<file path="config.mk">
export PLATFORM = sky130hd
export DESIGN_NAME = adma_engine
export DESIGN_NICKNAME = d
export VERILOG_FILES = /design/src/rtl/adma_pkg.sv /design/src/rtl/adma_regs.sv /design/src/rtl/adma_ctrl.sv /design/src/rtl/adma_engine.sv
export SDC_FILE = /design/constraint.sdc
export NUM_CORES = 1
export LEC_CHECK = 0
export BUFFER_PORTS_ARGS = -buffer_cell sky130_fd_sc_hd__clkbuf_2
export CAP_MARGIN = 20
export CORE_ASPECT_RATIO = 2
export CORE_UTILIZATION = 60
export CTS_BUF_LIST = sky130_fd_sc_hd__clkbuf_4 sky130_fd_sc_hd__clkbuf_8
export DETAILED_ROUTE_END_ITERATION = 8
export GPL_TIMING_DRIVEN = 0
export PLACE_DENSITY = 0.9
export SLEW_MARGIN = 15
export SYNTH_ARGS = -nofsm -noshare
export SYNTH_HDL_FRONTEND = slang
export SYNTH_HIERARCHICAL = 1
export SYNTH_SLANG_ARGS = --single-unit
</file>
<file path="constraint.sdc">
create_clock -name clk -period 5.2 [get_ports clk]
set_clock_uncertainty 0.2 [all_clocks]
set_input_delay 1.04 -clock clk [delete_from_list [all_inputs] [get_ports clk]]
set_output_delay 1.04 -clock clk [all_outputs]
set_load 0.05 [all_outputs]
</file>
<file path="src/rtl/adma_pkg.sv">
package adma_pkg;
   typedef enum logic [2:0] {S_IDLE, S_FETCH0, S_FETCH1, S_WAIT, S_MEM, S_PAUSE} adma_state_t;
   localparam logic [1:0] RA_CMD  = 2'd0;
   localparam logic [1:0] RA_STAT = 2'd1;
   localparam logic [1:0] RA_TAB  = 2'd2;
   localparam int CMD_RUN = 0;
   localparam int CMD_DIR = 3;
   localparam int ST_PAGE = 0;
   localparam int ST_FAULT = 1;
   localparam int ST_END  = 2;
   localparam int FL_EOT = 31;
   localparam int FL_EOP = 30;
   localparam int FL_JMP = 29;
   localparam int DESC_BYTES = 8;
endpackage

</file>
<file path="src/rtl/adma_regs.sv">
module adma_regs
   import adma_pkg::*;
#(
   parameter int AW = 32,
   parameter bit IRQ_PULSE = 1'b0
) (
   input  logic          clk,
   input  logic          rst_n,
   input  logic          reg_wr,
   input  logic          reg_rd,
   input  logic [1:0]    reg_addr,
   input  logic [31:0]   reg_wdata,
   output logic [31:0]   reg_rdata,
   input  logic          busy,
   input  logic [AW-1:0] tab,
   input  logic          ev_page,
   input  logic          ev_fault,
   input  logic          ev_end,
   output logic          go,
   output logic          stop,
   output logic          dir,
   output logic          tab_we,
   output logic          page_pend,
   output logic          irq
);
   logic [2:0] stat_q;
   logic       dir_q;
   logic       wr_cmd, rd_stat, ev_any;
   logic       unused_wd;

   assign unused_wd = ^reg_wdata;
   assign wr_cmd  = reg_wr && (reg_addr == RA_CMD);
   assign rd_stat = reg_rd && (reg_addr == RA_STAT);
   assign go      = wr_cmd && reg_wdata[CMD_RUN] && !busy;
   assign stop    = wr_cmd && !reg_wdata[CMD_RUN];
   assign tab_we  = reg_wr && (reg_addr == RA_TAB) && !busy;
   assign ev_any  = ev_page || ev_fault || ev_end;
   assign dir       = dir_q;
   assign page_pend = stat_q[ST_PAGE];

   always_ff @(posedge clk or negedge rst_n) begin
      if (!rst_n) begin
         stat_q <= '0;
         dir_q  <= 1'b0;
      end else begin
         if (rd_stat) stat_q <= '0;
         if (ev_page)  stat_q[ST_PAGE]  <= 1'b1;
         if (ev_fault) stat_q[ST_FAULT] <= 1'b1;
         if (ev_end)   stat_q[ST_END]   <= 1'b1;
         if (wr_cmd && !busy) dir_q <= reg_wdata[CMD_DIR];
      end
   end

   always_comb begin
      reg_rdata = '0;
      case (reg_addr)
         RA_CMD: begin
            reg_rdata[CMD_RUN] = busy;
            reg_rdata[CMD_DIR] = dir_q;
         end
         RA_STAT: reg_rdata[2:0] = stat_q;
         RA_TAB:  reg_rdata[AW-1:0] = tab;
         default: reg_rdata = '0;
      endcase
   end

   generate
      if (IRQ_PULSE) begin : g_irq_pulse
         logic irq_q;
         always_ff @(posedge clk or negedge rst_n) begin
            if (!rst_n) irq_q <= 1'b0;
            else        irq_q <= ev_any;
         end
         assign irq = irq_q;
      end else begin : g_irq_level
         assign irq = |stat_q;
      end
   endgenerate

   assert_status_clear_R6: assert property (@(posedge clk) disable iff (!rst_n)
      (rd_stat && !ev_any) |=> (stat_q == '0));
   assert_page_first_R4: assert property (@(posedge clk) disable iff (!rst_n)
      ev_page |-> !stat_q[ST_PAGE]);
   assert_fault_flag_R5: assert property (@(posedge clk) disable iff (!rst_n)
      ev_fault |=> stat_q[ST_FAULT]);
endmodule

</file>
<file path="src/rtl/adma_ctrl.sv">
module adma_ctrl
   import adma_pkg::*;
#(
   parameter int AW = 32,
   parameter int CW = 16
) (
   input  logic          clk,
   input  logic          rst_n,
   input  logic          go,
   input  logic          stop,
   input  logic          dir,
   input  logic          tab_we,
   input  logic [AW-1:0] tab_wdata,
   input  logic          page_pend,
   output logic [AW-1:0] tab,
   output logic          mem_req,
   output logic          mem_we,
   output logic [AW-1:0] mem_addr,
   output logic [31:0]   mem_wdata,
   input  logic          mem_ack,
   input  logic          mem_err,
   input  logic [31:0]   mem_rdata,
   input  logic          link_req,
   input  logic [31:0]   link_din,
   output logic          link_ack,
   output logic [31:0]   link_dout,
   output logic          busy,
   output logic          ev_page,
   output logic          ev_fault,
   output logic          ev_end
);
   localparam int WW = CW - 2;

   adma_state_t   st;
   logic [AW-1:0] tab_q, buf_q;
   logic [WW-1:0] wcnt_q;
   logic          fl_eot, fl_eop;
   logic [31:0]   din_q, dout_q;
   logic          ack_q;
   logic          fault, fin, overrun;
   logic          unused_rd;

   assign unused_rd = ^{mem_rdata[FL_JMP-1:CW], mem_rdata[1:0]};

   assign mem_req   = (st == S_FETCH0) || (st == S_FETCH1) || (st == S_MEM);
   assign mem_we    = (st == S_MEM) && dir;
   assign mem_addr  = (st == S_FETCH0) ? tab_q :
                      (st == S_FETCH1) ? tab_q + AW'(4) : buf_q;
   assign mem_wdata = din_q;
   assign fault     = mem_req && mem_ack && mem_err;
   assign fin       = (st == S_WAIT) && (wcnt_q == '0);
   assign overrun   = fin && fl_eop && page_pend;
   assign ev_fault  = fault || overrun;
   assign ev_page   = fin && fl_eop && !page_pend;
   assign ev_end    = fin && fl_eot && !overrun;
   assign busy      = (st != S_IDLE);
   assign tab       = tab_q;
   assign link_ack  = ack_q;
   assign link_dout = dout_q;

   always_ff @(posedge clk or negedge rst_n) begin
      if (!rst_n) begin
         st     <= S_IDLE;
         tab_q  <= '0;
         buf_q  <= '0;
         wcnt_q <= '0;
         fl_eot <= 1'b0;
         fl_eop <= 1'b0;
         din_q  <= '0;
         dout_q <= '0;
         ack_q  <= 1'b0;
      end else begin
         ack_q <= 1'b0;
         case (st)
            S_IDLE: begin
               if (tab_we) tab_q <= tab_wdata;
               if (go) st <= S_FETCH0;
            end
            S_FETCH0: if (mem_ack) begin
               if (mem_err) st <= S_PAUSE;
               else begin
                  buf_q <= mem_rdata[AW-1:0];
                  st    <= S_FETCH1;
               end
            end
            S_FETCH1: if (mem_ack) begin
               if (mem_err) st <= S_PAUSE;
               else begin
                  fl_eot <= mem_rdata[FL_EOT];
                  fl_eop <= mem_rdata[FL_EOP];
                  wcnt_q <= mem_rdata[CW-1:2];
                  if (mem_rdata[FL_JMP]) begin
                     tab_q <= buf_q;
                     st    <= S_FETCH0;
                  end else begin
                     tab_q <= tab_q + AW'(DESC_BYTES);
                     st    <= S_WAIT;
                  end
               end
            end
            S_WAIT: begin
               if (fin) begin
                  if (overrun)     st <= S_PAUSE;
                  else if (fl_eot) st <= S_IDLE;
                  else             st <= S_FETCH0;
               end else if (link_req) begin
                  din_q <= link_din;
                  st    <= S_MEM;
               end
            end
            S_MEM: if (mem_ack) begin
               if (mem_err) st <= S_PAUSE;
               else begin
                  ack_q  <= 1'b1;
                  if (!dir) dout_q <= mem_rdata;
                  buf_q  <= buf_q + AW'(4);
                  wcnt_q <= wcnt_q - WW'(1);
                  st     <= S_WAIT;
               end
            end
            S_PAUSE: if (stop) st <= S_IDLE;
            default: st <= S_IDLE;
         endcase
      end
   end

   assert_table_step_R2: assert property (@(posedge clk) disable iff (!rst_n)
      (st == S_FETCH1 && mem_ack && !mem_err && !mem_rdata[FL_JMP])
      |=> (tab_q == $past(tab_q) + AW'(DESC_BYTES)));
   assert_jump_target_R7: assert property (@(posedge clk) disable iff (!rst_n)
      (st == S_FETCH1 && mem_ack && !mem_err && mem_rdata[FL_JMP])
      |=> (tab_q == $past(buf_q) && st == S_FETCH0));
   assert_fault_pause_R10: assert property (@(posedge clk) disable iff (!rst_n)
      fault |=> (st == S_PAUSE));
   assert_req_hold_R3: assert property (@(posedge clk) disable iff (!rst_n)
      (mem_req && !mem_ack) |=> (mem_req && $stable(mem_addr)));
   assert_ack_pulse_R3: assert property (@(posedge clk) disable iff (!rst_n)
      link_ack |=> !link_ack);
   assert_run_hold_R9: assert property (@(posedge clk) disable iff (!rst_n)
      (stop && (st == S_WAIT) && !fin) |=> busy);
endmodule

</file>
<file path="src/rtl/adma_engine.sv">
module adma_engine
   import adma_pkg::*;
#(
   parameter int AW = 32,
   parameter int CW = 16,
   parameter bit IRQ_PULSE = 1'b0
) (
   input  logic          clk,
   input  logic          rst_n,
   input  logic          reg_wr,
   input  logic          reg_rd,
   input  logic [1:0]    reg_addr,
   input  logic [31:0]   reg_wdata,
   output logic [31:0]   reg_rdata,
   output logic          mem_req,
   output logic          mem_we,
   output logic [AW-1:0] mem_addr,
   output logic [31:0]   mem_wdata,
   input  logic          mem_ack,
   input  logic          mem_err,
   input  logic [31:0]   mem_rdata,
   input  logic          link_req,
   input  logic [31:0]   link_din,
   output logic          link_ack,
   output logic [31:0]   link_dout,
   output logic          irq
);
   generate
      if (AW < 8 || AW > 32) begin : g_bad_aw
         $error("adma_engine: AW must lie in 8..32");
      end
      if (CW < 3 || CW > 16) begin : g_bad_cw
         $error("adma_engine: CW must lie in 3..16");
      end
   endgenerate

   logic          go, stop, dir, tab_we, page_pend, busy;
   logic          ev_page, ev_fault, ev_end;
   logic [AW-1:0] tab;

   adma_regs #(.AW(AW), .IRQ_PULSE(IRQ_PULSE)) u_regs (
      .clk(clk), .rst_n(rst_n), .reg_wr(reg_wr), .reg_rd(reg_rd),
      .reg_addr(reg_addr), .reg_wdata(reg_wdata), .reg_rdata(reg_rdata),
      .busy(busy), .tab(tab), .ev_page(ev_page), .ev_fault(ev_fault),
      .ev_end(ev_end), .go(go), .stop(stop), .dir(dir), .tab_we(tab_we),
      .page_pend(page_pend), .irq(irq)
   );

   adma_ctrl #(.AW(AW), .CW(CW)) u_ctrl (
      .clk(clk), .rst_n(rst_n), .go(go), .stop(stop), .dir(dir),
      .tab_we(tab_we), .tab_wdata(reg_wdata[AW-1:0]), .page_pend(page_pend),
      .tab(tab), .mem_req(mem_req), .mem_we(mem_we), .mem_addr(mem_addr),
      .mem_wdata(mem_wdata), .mem_ack(mem_ack), .mem_err(mem_err),
      .mem_rdata(mem_rdata), .link_req(link_req), .link_din(link_din),
      .link_ack(link_ack), .link_dout(link_dout), .busy(busy),
      .ev_page(ev_page), .ev_fault(ev_fault), .ev_end(ev_end)
   );
endmodule

</file>
==> impl_metrics.yaml <==
finish:
  final_area_um2: 11300
  final_common_cell: "clkbuf_2"
  seq_area_um2: 3800
  layout_common_cells: "clkbuf_2 (240), dfrtp_1 (152), nand2_1 (108), nor2_1 (87), o21ai_0 (80)"
  multi_input_area_um2: 5210
  syn_to_final_growth_pct: 19.2
  antenna_cells: 0
  fill_cells: 1162
  drive_gt1_share_pct: 28.3
  fin_nets: 1460
setup_path:
  critPathArrivalTime_ns: 3.88
  cp-startpoint: "u_ctrl/st[2]$_DFFE_PN0P_"
  timing.rr.start: "u_ctrl/st[2]$_DFFE_PN0P_"
  path_max_fanout: 10
  path_class: "reg2out"
  crit_path_end_kind: "output port"
  cp.required_ns: 3.96
  startpoint_type: "flop"
floorplan:
  rows: 64
  initial_utilization_pct: 61.8
  die_x_um: 91.0
  core-area_um2: 15400
  dieArea_um2: 16400
  io_pins: 237
  die_h_um: 180
synthesis:
  yosysWarnings: 6
  synthesis.nets: 1203
  syn_area_per_cell_um2: 8.72
  ys_ff_latch: 152
  async_reset_ff_share_pct: 100
  synthFlopType: "dfrtp_1"
  yosysSeqAreaShare_pct: 40.0
  ys_types: 75
  synth_edf_count: 0
  synth_cells: 1089
  syn_area_um2: 9500
clock_tree:
  hold_buffers: 0
  h-tree-depth: 4
  root_buffer: "clkbuf_8"
  cts_tree: "yes"
  cts_resized: 0
  cts_num_sinks: 152
  clockBufferDepth: 2
  insertion_delay_ns: 0.48
  numCtsBuffers: 17
  cts_setup_buffers: 0
  cts.clk_slew.worst_paths_ns: 0.08
placed_design:
  place_congestion: 1.02
  hpwl_um: 29800
  port_buffers: 235
  placed_area_um2: 11000
global_routing:
  global_route.overflow_total: 0
  grt_max_degree: 88
  grt_use_total_pct: 52.6
  met3_usage_pct: 15.9
  gr-usage-met1_pct: 53.8
  met2_usage_pct: 84.7
  antenna_found_initial: 0
  grt_pass1_wl_um: 64500
  grt-busiest-layer: "met2"
  grt_pass1_vias: 11263
timing:
  fin_crit_sh_pct: 98.5
  maxSlewHeadroom_pct: 23.1
  setup_violations: 0
  rsz0062_at_grt: "false"
  finalCriticalPeriod_ns: 5.12
  worst_pin_slew_ns: 1.14
  finalHoldViolCount: 0
  fin_tns_setup_ns: 0
  slew_violations: 0
  fmax_ghz: 0.195
routing:
  first_pass_iters: 7
  drtIter0Drc: 1607
  avgRoutedWirePerCell_um: 26.9
  drtAntennaViolNets: 0
  viasPerCell: 7.21
  drt-total-wl_um: 41800
  drcViolationCount: 0
  num_vias: 11221
worst_hold_path:
  min_from: "u_ctrl/link_dout[2]$_DFFE_PN0P_"
  worst_hold_path_type: "reg2reg"
job:
  max_cap_viol_count: 0
power:
  p_leak_uw: 0.00520
  pwr_density_cell_nw_per_um2: 735
  ir_worst_vdd_mv: 0.571
status:
  status: "completed"
[kinds of logic after synthesis]
logic type / count (synthesis) / synth area share (%)
xor+xnor: 2 / 0.184
buf+inv: 113 / 5.18
flops: 152 / 40.0
compound gates: 320 / 21.7
simple gates: 417 / 22.7
fa+ha+maj: 10 / 1.29
mux: 75 / 8.82
[critical path, stage by stage, from the launching register on]
cell      delay (ns)
dfrtp_1         0.36
clkbuf_1        0.22
nor3b_1         0.64
clkbuf_1        0.52
clkbuf_1        0.69
nand2_1         0.22
o311ai_0        0.40
clkbuf_2        0.35
[per-layer routing]
| layer | routed length (um) | vias to the layer above | share of wire, % |
|---|---|---|---|
| met1 | 12400 | 5149 | 30 |
| met5 | 0 | - | 0 |
| met2 | 19700 | 1103 | 47 |
| met4 | 4990 | 0 | 12 |
| met3 | 4740 | 410 | 11 |
| li1 | - | 4559 | - |
[synthesized netlist by cell type, types with 4 or more instances]
library cell	n	area share (%)
a211oi_1	12	0.95
a21o_1	7	0.55
a21oi_1	79	4.2
a221o_1	7	0.74
a22oi_1	9	0.71
a2bb2oi_1	5	0.46
a31oi_1	22	1.4
and2_1	34	2.2
and3_1	28	1.8
and4_1	4	0.37
buf_2	14	0.74
clkbuf_1	67	2.6
clkbuf_2	6	0.32
dfrtp_1	152	40
ha_1	9	1.2
inv_1	18	0.71
mux2_2	66	7.8
mux2i_1	8	0.84
nand2_1	108	4.3
nand3_1	45	2.4
nand4_1	23	1.5
nor2_1	87	3.4
nor2b_1	6	0.40
nor3_1	20	1.1
nor3b_1	6	0.47
nor4_1	11	0.72
o211ai_1	13	1.0
o21a_1	6	0.47
o21ai_0	80	4.2
o22a_1	9	0.83
o22ai_1	16	1.1
o311ai_0	17	1.6
o31a_1	4	0.37
o31ai_1	5	0.40
or2_2	4	0.26
or3_1	9	0.59
or3b_2	4	0.37
or4_1	6	0.47
[sequential cells by signal, summed over array words and instances, names as in the netlist, 3 cells and up]
signal	count
u_ctrl/buf_q	32
u_ctrl/wcnt_q	14
u_ctrl/tab	32
u_ctrl/mem_wdata	32
u_ctrl/st	3
u_regs/stat_q	3
u_ctrl/link_dout	32
[per-stage QoR]
stage | total power, uW | cells | worst slack, ns | hold WS (ns) | utilization [%]
detailed placement | 7250 | 1525 | 0.569 | 0.286 | 71.4
floorplan | 5770 | 1089 | 0.525 | 0.253 | -
finish | 8330 | 1557 | 0.0779 | 0.310 | 73.6
global route | 8610 | 1557 | 0.0705 | 0.326 | 73.6
global placement | 7100 | 1522 | 0.269 | 0.279 | 71.1
CTS | 8140 | 1557 | 0.257 | 0.310 | 73.6
[final cells by class]
cell class / count / share of cell area [%]
clock inverter: 11 / 0.663
clock buffer: 21 / 2.39
sequential: 152 / 33.6
buffer: 95 / 3.75
multi-input combinational: 824 / 46.0
tap: 198 / 2.19
inverter: 18 / 0.597
timing repair buffer: 238 / 10.8
[final timing paths]
check                                                   end  slack (ns)  depth (start not counted)
setup / recovery                                mem_addr[8]        0.08                          7
hold / removal              u_ctrl/link_dout[2]$_DFFE_PN0P_        0.31                          1
setup reg to reg                 u_ctrl/tab[21]$_DFFE_PN0P_        0.71                         10
hold reg to reg             u_ctrl/link_dout[2]$_DFFE_PN0P_        0.31                          1
max in group asynchronous  u_ctrl/link_dout[28]$_DFFE_PN0P_        3.58                          2
min in group asynchronous      u_ctrl/wcnt_q[1]$_DFFE_PN0P_        0.36                          1
[power breakdown]
group / internal [uW] / switching [uW] / total, uW
combinational: 1330 / 3780 / 5100
clock: 357 / 493 / 850
sequential: 1740 / 638 / 2370
total: 3420 / 4910 / 8330
(Power assumes the default switching activity.)
